`src/rtl/ecc_stat_pkg.sv`:
```
package ecc_stat_pkg;

    parameter int STAT_W  = 64;
    parameter int ADDR_W  = 36;
    parameter int MODE_W  = 3;
    parameter int SYND_W  = 8;

    localparam int ADDR_LSB  = STAT_W - ADDR_W;
    localparam int MODE_LSB  = 24;
    localparam int WIDTH_BIT = 21;
    localparam int SYND_LSB  = 8;
    localparam int MB_BIT    = 1;
    localparam int SB_BIT    = 0;

    localparam logic [MODE_W-1:0] PARITY_CODE = 3'b010;

    typedef enum logic [1:0] {
        EVT_NONE   = 2'd0,
        EVT_SINGLE = 2'd1,
        EVT_MULTI  = 2'd2
    } evt_kind_e;

    typedef struct packed {
        logic [ADDR_W-1:0] addr;
        logic [MODE_W-1:0] mode;
        logic              mem32;
        logic [SYND_W-1:0] synd;
    } capture_t;

    function automatic logic [STAT_W-1:0] pack_status(
        input capture_t c,
        input logic     mb,
        input logic     sb
    );
        logic [STAT_W-1:0] w;
        w = '0;
        w[ADDR_LSB +: ADDR_W] = c.addr;
        w[MODE_LSB +: MODE_W] = c.mode;
        w[WIDTH_BIT]          = c.mem32;
        w[SYND_LSB +: SYND_W] = c.synd;
        w[MB_BIT]             = mb;
        w[SB_BIT]             = sb;
        return w;
    endfunction

endpackage

```
`src/rtl/ecc_evt_classify.sv`:
```
module ecc_evt_classify
    import ecc_stat_pkg::*;
#(
    parameter logic [MODE_W-1:0] PAR_CODE = PARITY_CODE
) (
    input  logic              sbe,
    input  logic              mbe,
    input  logic              par,
    input  logic [MODE_W-1:0] mode,
    output evt_kind_e         kind
);

    logic par_hit;

    always_comb begin
        par_hit = par && (mode == PAR_CODE);
        if (mbe || par_hit)
            kind = EVT_MULTI;
        else if (sbe)
            kind = EVT_SINGLE;
        else
            kind = EVT_NONE;
    end

endmodule

```
`src/rtl/ecc_stat_lock.sv`:
```
module ecc_stat_lock
    import ecc_stat_pkg::*;
(
    input  logic      clk,
    input  logic      rst,
    input  evt_kind_e kind,
    input  logic      clr_sb,
    input  logic      clr_mb,
    output logic      sb_q,
    output logic      mb_q,
    output logic      cap_en
);

    logic eff_sb, eff_mb;
    logic take_multi, take_single;

    always_comb begin
        eff_sb      = sb_q && !clr_sb;
        eff_mb      = mb_q && !clr_mb;
        take_multi  = (kind == EVT_MULTI)  && !eff_mb;
        take_single = (kind == EVT_SINGLE) && !eff_mb && !eff_sb;
        cap_en      = take_multi || take_single;
    end

    always_ff @(posedge clk) begin
        if (rst) begin
            sb_q <= 1'b0;
            mb_q <= 1'b0;
        end else begin
            sb_q <= eff_sb || take_single;
            mb_q <= eff_mb || take_multi;
        end
    end

    // a held multi-bit flag survives everything except its own clear
    a_r5_mb_sticky: assert property (@(posedge clk) disable iff (rst)
        mb_q && !clr_mb |=> mb_q);

    // a multi-bit class event always leaves the multi-bit flag set
    a_r4_multi_sets: assert property (@(posedge clk) disable iff (rst)
        kind == EVT_MULTI |=> mb_q);

    // a clear with no event leaves the flag low
    a_r8_sb_clear: assert property (@(posedge clk) disable iff (rst)
        clr_sb && kind == EVT_NONE |=> !sb_q);

    // an idle multi event never raises the single-bit flag
    a_r10_multi_no_sb: assert property (@(posedge clk) disable iff (rst)
        !sb_q && kind == EVT_MULTI |=> !sb_q);

endmodule

```
`src/rtl/ecc_stat_fields.sv`:
```
module ecc_stat_fields
    import ecc_stat_pkg::*;
(
    input  logic     clk,
    input  logic     rst,
    input  logic     cap_en,
    input  capture_t cap_d,
    output capture_t cap_q
);

    always_ff @(posedge clk) begin
        if (rst)
            cap_q <= '0;
        else if (cap_en)
            cap_q <= cap_d;
    end

endmodule

```
`src/rtl/ecc_err_status.sv`:
```
module ecc_err_status
    import ecc_stat_pkg::*;
#(
    parameter logic [MODE_W-1:0] PAR_CODE = PARITY_CODE
) (
    input  logic              clk,
    input  logic              rst,
    input  logic              err_sbe_i,
    input  logic              err_mbe_i,
    input  logic              err_par_i,
    input  logic [ADDR_W-1:0] err_addr_i,
    input  logic [MODE_W-1:0] err_mode_i,
    input  logic              err_mem32_i,
    input  logic [SYND_W-1:0] err_synd_i,
    input  logic              wr_en_i,
    input  logic [STAT_W-1:0] wr_data_i,
    output logic [STAT_W-1:0] status_o
);

    evt_kind_e kind;
    logic      clr_sb, clr_mb;
    logic      sb_q, mb_q, cap_en;
    capture_t  cap_d, cap_q;

    assign clr_sb = wr_en_i && !wr_data_i[SB_BIT];
    assign clr_mb = wr_en_i && !wr_data_i[MB_BIT];

    always_comb begin
        cap_d.addr  = err_addr_i;
        cap_d.mode  = err_mode_i;
        cap_d.mem32 = err_mem32_i;
        cap_d.synd  = err_synd_i;
    end

    ecc_evt_classify #(.PAR_CODE(PAR_CODE)) u_cls (
        .sbe  (err_sbe_i),
        .mbe  (err_mbe_i),
        .par  (err_par_i),
        .mode (err_mode_i),
        .kind (kind)
    );

    ecc_stat_lock u_lock (
        .clk    (clk),
        .rst    (rst),
        .kind   (kind),
        .clr_sb (clr_sb),
        .clr_mb (clr_mb),
        .sb_q   (sb_q),
        .mb_q   (mb_q),
        .cap_en (cap_en)
    );

    ecc_stat_fields u_fld (
        .clk    (clk),
        .rst    (rst),
        .cap_en (cap_en),
        .cap_d  (cap_d),
        .cap_q  (cap_q)
    );

    assign status_o = pack_status(cap_q, mb_q, sb_q);

    // fields frozen while the multi-bit flag is held
    a_r5_fields_frozen: assert property (@(posedge clk) disable iff (rst)
        mb_q && !clr_mb |=> $stable(status_o[STAT_W-1:SYND_LSB]));

    // single-bit lock ignores further single-bit errors
    a_r6_sb_lock: assert property (@(posedge clk) disable iff (rst)
        sb_q && !mb_q && !clr_sb && !err_mbe_i && !err_par_i
        |=> $stable(status_o[STAT_W-1:SYND_LSB]));

    // multi-bit overrides a single-bit record
    a_r7_override: assert property (@(posedge clk) disable iff (rst)
        sb_q && !mb_q && err_mbe_i && !clr_sb
        |=> status_o[MB_BIT] && status_o[SB_BIT]
            && status_o[ADDR_LSB +: ADDR_W] == $past(err_addr_i));

    // error wins over a same-cycle clear
    a_r9_error_wins: assert property (@(posedge clk) disable iff (rst)
        err_sbe_i && !err_mbe_i && !err_par_i && clr_sb && clr_mb
        |=> status_o[SB_BIT]);

endmodule

```
`config.mk`:
```
export PLATFORM = sky130hd
export DESIGN_NAME = ecc_err_status
export DESIGN_NICKNAME = d
export VERILOG_FILES = /design/src/rtl/ecc_stat_pkg.sv /design/src/rtl/ecc_evt_classify.sv /design/src/rtl/ecc_stat_lock.sv /design/src/rtl/ecc_stat_fields.sv /design/src/rtl/ecc_err_status.sv
export SDC_FILE = /design/constraint.sdc
export NUM_CORES = 1
export LEC_CHECK = 0
export CORE_UTILIZATION = 31
export CTS_CLUSTER_DIAMETER = 200
export DETAILED_ROUTE_END_ITERATION = 7
export PLACE_DENSITY = 0.75
export SLEW_MARGIN = 40
export SYNTH_ARGS = -nofsm -noshare
export SYNTH_HDL_FRONTEND = slang
export SYNTH_SLANG_ARGS = --single-unit
```
`constraint.sdc`:
```
create_clock -name clk -period 1.1 [get_ports clk]
set_input_delay 0.22 -clock clk [delete_from_list [all_inputs] [get_ports clk]]
set_output_delay 0.22 -clock clk [all_outputs]
set_load 0.03 [all_outputs]
```
# ---- Word-level counts from Yosys, hierarchy flattened
# Cells that the tools add are included.
dict set report op_classes {
  reduce_logical 18
  eq_ne 3
  n_mux 2
}
# cell count
set op_table {}
lappend op_table {{$logic_and 1x1->1} 8}
lappend op_table {{$logic_not 1->1} 6}
lappend op_table {{$logic_or 1x1->1} 4}
lappend op_table {{$eq 3x2->1 const B} 1}
lappend op_table {{$eq 2x1->1 const B} 1}
lappend op_table {{$eq 2x2->1 const B} 1}
lappend op_table {{$mux 2} 1}
lappend op_table {{$mux 1} 1}
dict set report totals {
  word_cells 29
  out_inout_bits 64
  ff_bits 50
  in_bits 118
}

# ---- Logic depth before layout (Yosys ltp)
dict set report logic_depth {
  depth_word 8
  mapped_depth 6
  depth_no_buf 4
}

# ---- By module
# Synthesis repeated with hierarchy kept, for this count alone.
dict set report unflattened {
  cells_unflattened 188
  hier_area_um2 2021.9
}
# mod cells_per_inst instances area_each_um2 seq_area_each_um2
set by_module_without_submodules {}
lappend by_module_without_submodules {ecc_stat_fields 155 1 1729.2 960.9}
lappend by_module_without_submodules {ecc_err_status 19 1 151.4 0.0}
lappend by_module_without_submodules {ecc_stat_lock 11 1 115.1 40.0}
lappend by_module_without_submodules {ecc_evt_classify 3 1 26.3 0.0}

# ---- Worst setup path after synthesis
# No wires, ideal clock.
dict set report synth_timing {
  path_kind {input to register}
  from {input port wr_data_i[1]}
  to {register, netlist name u_fld.cap_q[10]}
  path_buffers 2
  arrival_ns 1.102
  setup_ns 0.072
  path_stages 5
  required_time_ns 1.028
  path_slack_ns -0.073
  path_cell_list {nand2b_1 -> a22oi_4 -> buf_6 -> buf_8 -> mux2i_1}
}
dict set report synth_via {
  elab_chain_len 8
  word_cells_on_any_way 9
  cone_classes {reduce/logical (9)}
}
# element line_no
set synth_lines {}
lappend synth_lines {{from (decl)} ecc_err_status.sv:16} ;# input logic [STAT_W-1:0] wr_data_i,
lappend synth_lines {{$logic_not 1->1 (*)} ecc_err_status.sv:26} ;# assign clr_mb = wr_en_i && !wr_data_i[MB_BIT];
lappend synth_lines {{$logic_and 1x1->1 (*)} ecc_err_status.sv:26}
lappend synth_lines {{$logic_not 1->1 (*)} ecc_stat_lock.sv:19} ;# eff_mb = mb_q && !clr_mb;
lappend synth_lines {{$logic_and 1x1->1 (*)} ecc_stat_lock.sv:19}
lappend synth_lines {{$logic_not 1->1 (*)} {ecc_stat_lock.sv:20, ecc_stat_lock.sv:21}}
lappend synth_lines {{$logic_and 1x1->1 (2 in a row)} ecc_stat_lock.sv:21} ;# take_single = (kind == EVT_SINGLE) && !eff_mb && !eff_sb;
lappend synth_lines {{$logic_or 1x1->1 (*)} ecc_stat_lock.sv:22} ;# cap_en = take_multi || take_single;
# Mark *: on every way between the ends. The rest lies on a longest branch, timed or not.
# A chain may end at the register's enable or synchronous reset.

# ---- Worst setup path in the final report
dict set report layout_timing {
  from {register u_lock.sb_q}
  to {register, netlist name u_fld.cap_q[20]}
}
dict set report layout_via {
  elab_chain_len 4
}
# element line_no
set layout_lines {}
lappend layout_lines {{from (decl)} ecc_stat_lock.sv:9} ;# output logic sb_q,
lappend layout_lines {{from (signal assigned)} ecc_stat_lock.sv:30} ;# sb_q <= eff_sb || take_single;
lappend layout_lines {{$logic_and 1x1->1} ecc_stat_lock.sv:18} ;# eff_sb = sb_q && !clr_sb;
lappend layout_lines {{$logic_not 1->1} ecc_stat_lock.sv:21}
lappend layout_lines {{$logic_and 1x1->1} ecc_stat_lock.sv:21}
lappend layout_lines {{$logic_or 1x1->1} ecc_stat_lock.sv:22}
# Every way passes these cells.

==> metrics.csv <==
stage,metric,value,unit
cts,cts_hold_buf,0,
synthesis,ys_seq_area_frac,0.418,
setup_path,regToRegEndpoint,u_fld.cap_q[20],
cts,cts_buffers,5,
timing,min_period,1.25,ns
global_route,grt_pass1_vias,1884,
cts,cts_tree,done,
floorplan,num_rows,31,
placed_design,place_area,0.00339,mm^2
detailed_routing,dr.pass1.iters,4,
synthesis,synthFlopType,dfxtp_1,
min_path,hold_path.startpoint,err_sbe_i,
synthesis,synth.cell_area,0.00239,mm^2
floorplan,initial_core_util,0.325,
timing,whs,0.340,ns
global_route,grt_max_degree,53,
global_route,grt_use_total,0.145,
timing,rsz0062_at_grt,true,
detailed_routing,post-route-drc-count,0,
synthesis,synthArstFlopShare,0,
timing,finalCritPeriodShare,1.14,
setup_path,critPathKind,reg2reg,
cts,cts.clk_slew.worst_paths,0.09,ns
timing,worst_slack,-0.150,ns
timing,hold_viol_final,0,
floorplan,fp.dieW,89.9,um
setup_path,start_kind,register,
setup_path,cp-end-kind,register,
detailed_routing,vias_per_cell,4.22,
setup_path,ff2ff_setup_slack,-0.15,ns
finish,nets,468,
synthesis,synth_edf_count,0,
setup_path,slowest_delay,0.34,ns
synthesis,synth_commonest_cells,"98 x nand2b_1, 50 x dfxtp_1, 48 x mux2i_1",
cts,cts.sinks,50,
setup_path,path_buf_inv,4,
setup_path,crit_chain,inv_2 -> o21ai_2 -> a22oi_4 -> buf_12 -> buf_8 -> buf_12 -> mux2i_2,
floorplan,fp.dieH,89.9,um
synthesis,synth-seq-cells,50,
setup_path,reg2reg_depth,7,
timing,fin_skew,0.00657,ns
setup_path,cpMaxStageDelayCell,dfxtp_2,
synthesis,yosys.area.top_type,dfxtp_1,
synthesis,yosysMostFrequentCell,nand2b_1,
setup_path,critical_path_required,1.29,ns
synthesis,ys_types,18,
detailed_routing,via_count,1895,
floorplan,ios,182,
setup_path,critPathMaxFanout,6,
setup_path,r2r-start,u_lock.sb_q,
global_route,grt_antenna_before_repair,0,
timing,drv_slew,0,
global_route,grt_pass1_wl,9500,um
detailed_routing,postRouteAntennaNets,0,
finish,syn2layout_area_growth,54.3,%
detailed_routing,drt_iter0_markers,30,
finish,diodes,0,
power_and_ir_drop,p_leak,0.00169,uW
floorplan,design.core.area,0.00737,mm^2
finish,final_area,0.00369,mm^2
min_path,whs_path_depth,3,
setup_path,path_delay_family,buffers and inverters,
global_route,grt-ovfl-total,0,
synthesis,syn_area_per_cell,10.0,um^2
timing,max_freq,800,MHz
outcome,status,"complete, but fails checks",
placed_design,dp_hpwl,3690,um
job,maxCapViolCount,0,
placed_design,place_congestion,0.705,
placed_design,portBuffers,105,
power_and_ir_drop,vdd_drop_max,0.453,mV
detailed_routing,wire_per_inst,12.3,um
finish,drive_gt1_frac,0.246,
timing,tns,-5.35,ns
setup_path,worst_path_most_repeated_cell,buf_12,
outcome,failed_checks,negative setup slack,
synthesis,synth_top_cell_area_share,0.418,
cts,clkLatencyLatePin,0.29,ns
setup_path,cp_data_arrival_time,1.44,ns
timing,setup_violations,50,
synthesis,yosysWarningCount,0,
synthesis,synth.area.top_cells,"dfxtp_1 42%, nand2b_1 26%, mux2i_1 20%",
cts,htree_levels,2,
power_and_ir_drop,power,4560,uW
power_and_ir_drop,powerDensity,1230,mW/mm^2
floorplan,die_area,0.00808,mm^2
cts,root_buffer,clkbuf_8,
synthesis,synth_cells,239,
detailed_routing,drt-total-wl,5530,um
min_path,hp-class,in2reg,
min_path,min_to,u_lock.sb_q,
cts,clock_path_buffers,2,
placed_design,post-place-ws,-0.616,ns
[how the worst max path moves through the flow]
stage,from,to,slack [ns],cells after the start
floorplan,wr_en_i,u_fld.cap_q[10],-0.05,6
global placement,wr_en_i,u_fld.cap_q[34],-0.55,6
detailed placement,err_mode_i[1],u_fld.cap_q[27],-0.62,6
CTS,u_lock.sb_q,u_fld.cap_q[29],-0.15,7
global route,u_lock.sb_q,u_fld.cap_q[12],-0.23,7
finish,u_lock.sb_q,u_fld.cap_q[20],-0.15,7
[final cells by class]
| cell class | count | area [um^2] |
|---|---|---|
| fill | 676 | 3670 |
| multi-input combinational | 170 | 1260 |
| timing repair buffer | 122 | 1230 |
| sequential | 50 | 1010 |
| tap | 99 | 124 |
| clock buffer | 7 | 76.3 |
| inverter | 1 | 3.75 |
[metal layers]
metal	wire, um	global-route usage	vias to the layer above
met5	0	0	-
met4	57	0.0363	0
met3	358	0.0406	6
met2	2670	0.246	68
met1	2440	0.182	863
li1	-	-	958
[stage by stage]
stage	cells	utilization
detailed placement	432	0.460
global route	449	0.501
finish	449	0.501
floorplan	252	-
CTS	449	0.500
global placement	432	0.460
[cells in the final DEF (no fill, tap or decap)]
cell	n
nor2_4	1
nand2b_4	1
clkbuf_1	2
buf_4	53
buf_12	5
buf_8	3
buf_16	5
a21oi_1	1
and2_4	1
buf_6	1
a22oi_4	1
dfxtp_1	46
clkbuf_8	5
a21oi_4	1
a221oi_1	1
conb_1	14
buf_2	1
nor2b_4	1
inv_2	1
nand2b_1	97
mux2i_2	1
o21ai_2	1
clkdlybuf4s50_1	45
nand2_1	1
nor2_1	1
dlygate4sd2_1	9
mux2i_1	47
dfxtp_2	4
[worst register-to-register path: stages (launching register included)]
cell and delay, ns:
dfxtp_2 0.34, inv_2 0.03, o21ai_2 0.16, a22oi_4 0.08, buf_12 0.14, buf_8 0.12
buf_12 0.13, mux2i_2 0.14
[where the power goes]
group          total [uW]  switching (uW)  internal [uW]
clock network        1000             563            440
registers            2050            86.8           1970
logic                1500             737            765
[what timing repair did]
| action | 4_1_cts | 5_1_grt |
|---|---|---|
| pin swaps | 5 | 0 |
| setup endpoints to repair | 52 | 52 |
| buffers inserted | 6 | 0 |
| cloned | 5 | 0 |
| resized for setup | 24 | 4 |
[registers in the layout, indices dropped and copies added, names as in the netlist]
name	count
u_fld.cap_q	48
u_lock.mb_q	1
u_lock.sb_q	1
[cell families after synthesis]
| kind of cell | after synthesis | share of synthesized area |
|---|---|---|
| buf+inv | 32 | 0.0909 |
| flops | 50 | 0.418 |
| mux | 48 | 0.201 |
| compound gates | 5 | 0.0219 |
| simple gates | 103 | 0.267 |
| other cells | 1 | 0.00157 |
Note: power is estimated with default switching activity, not from simulation.
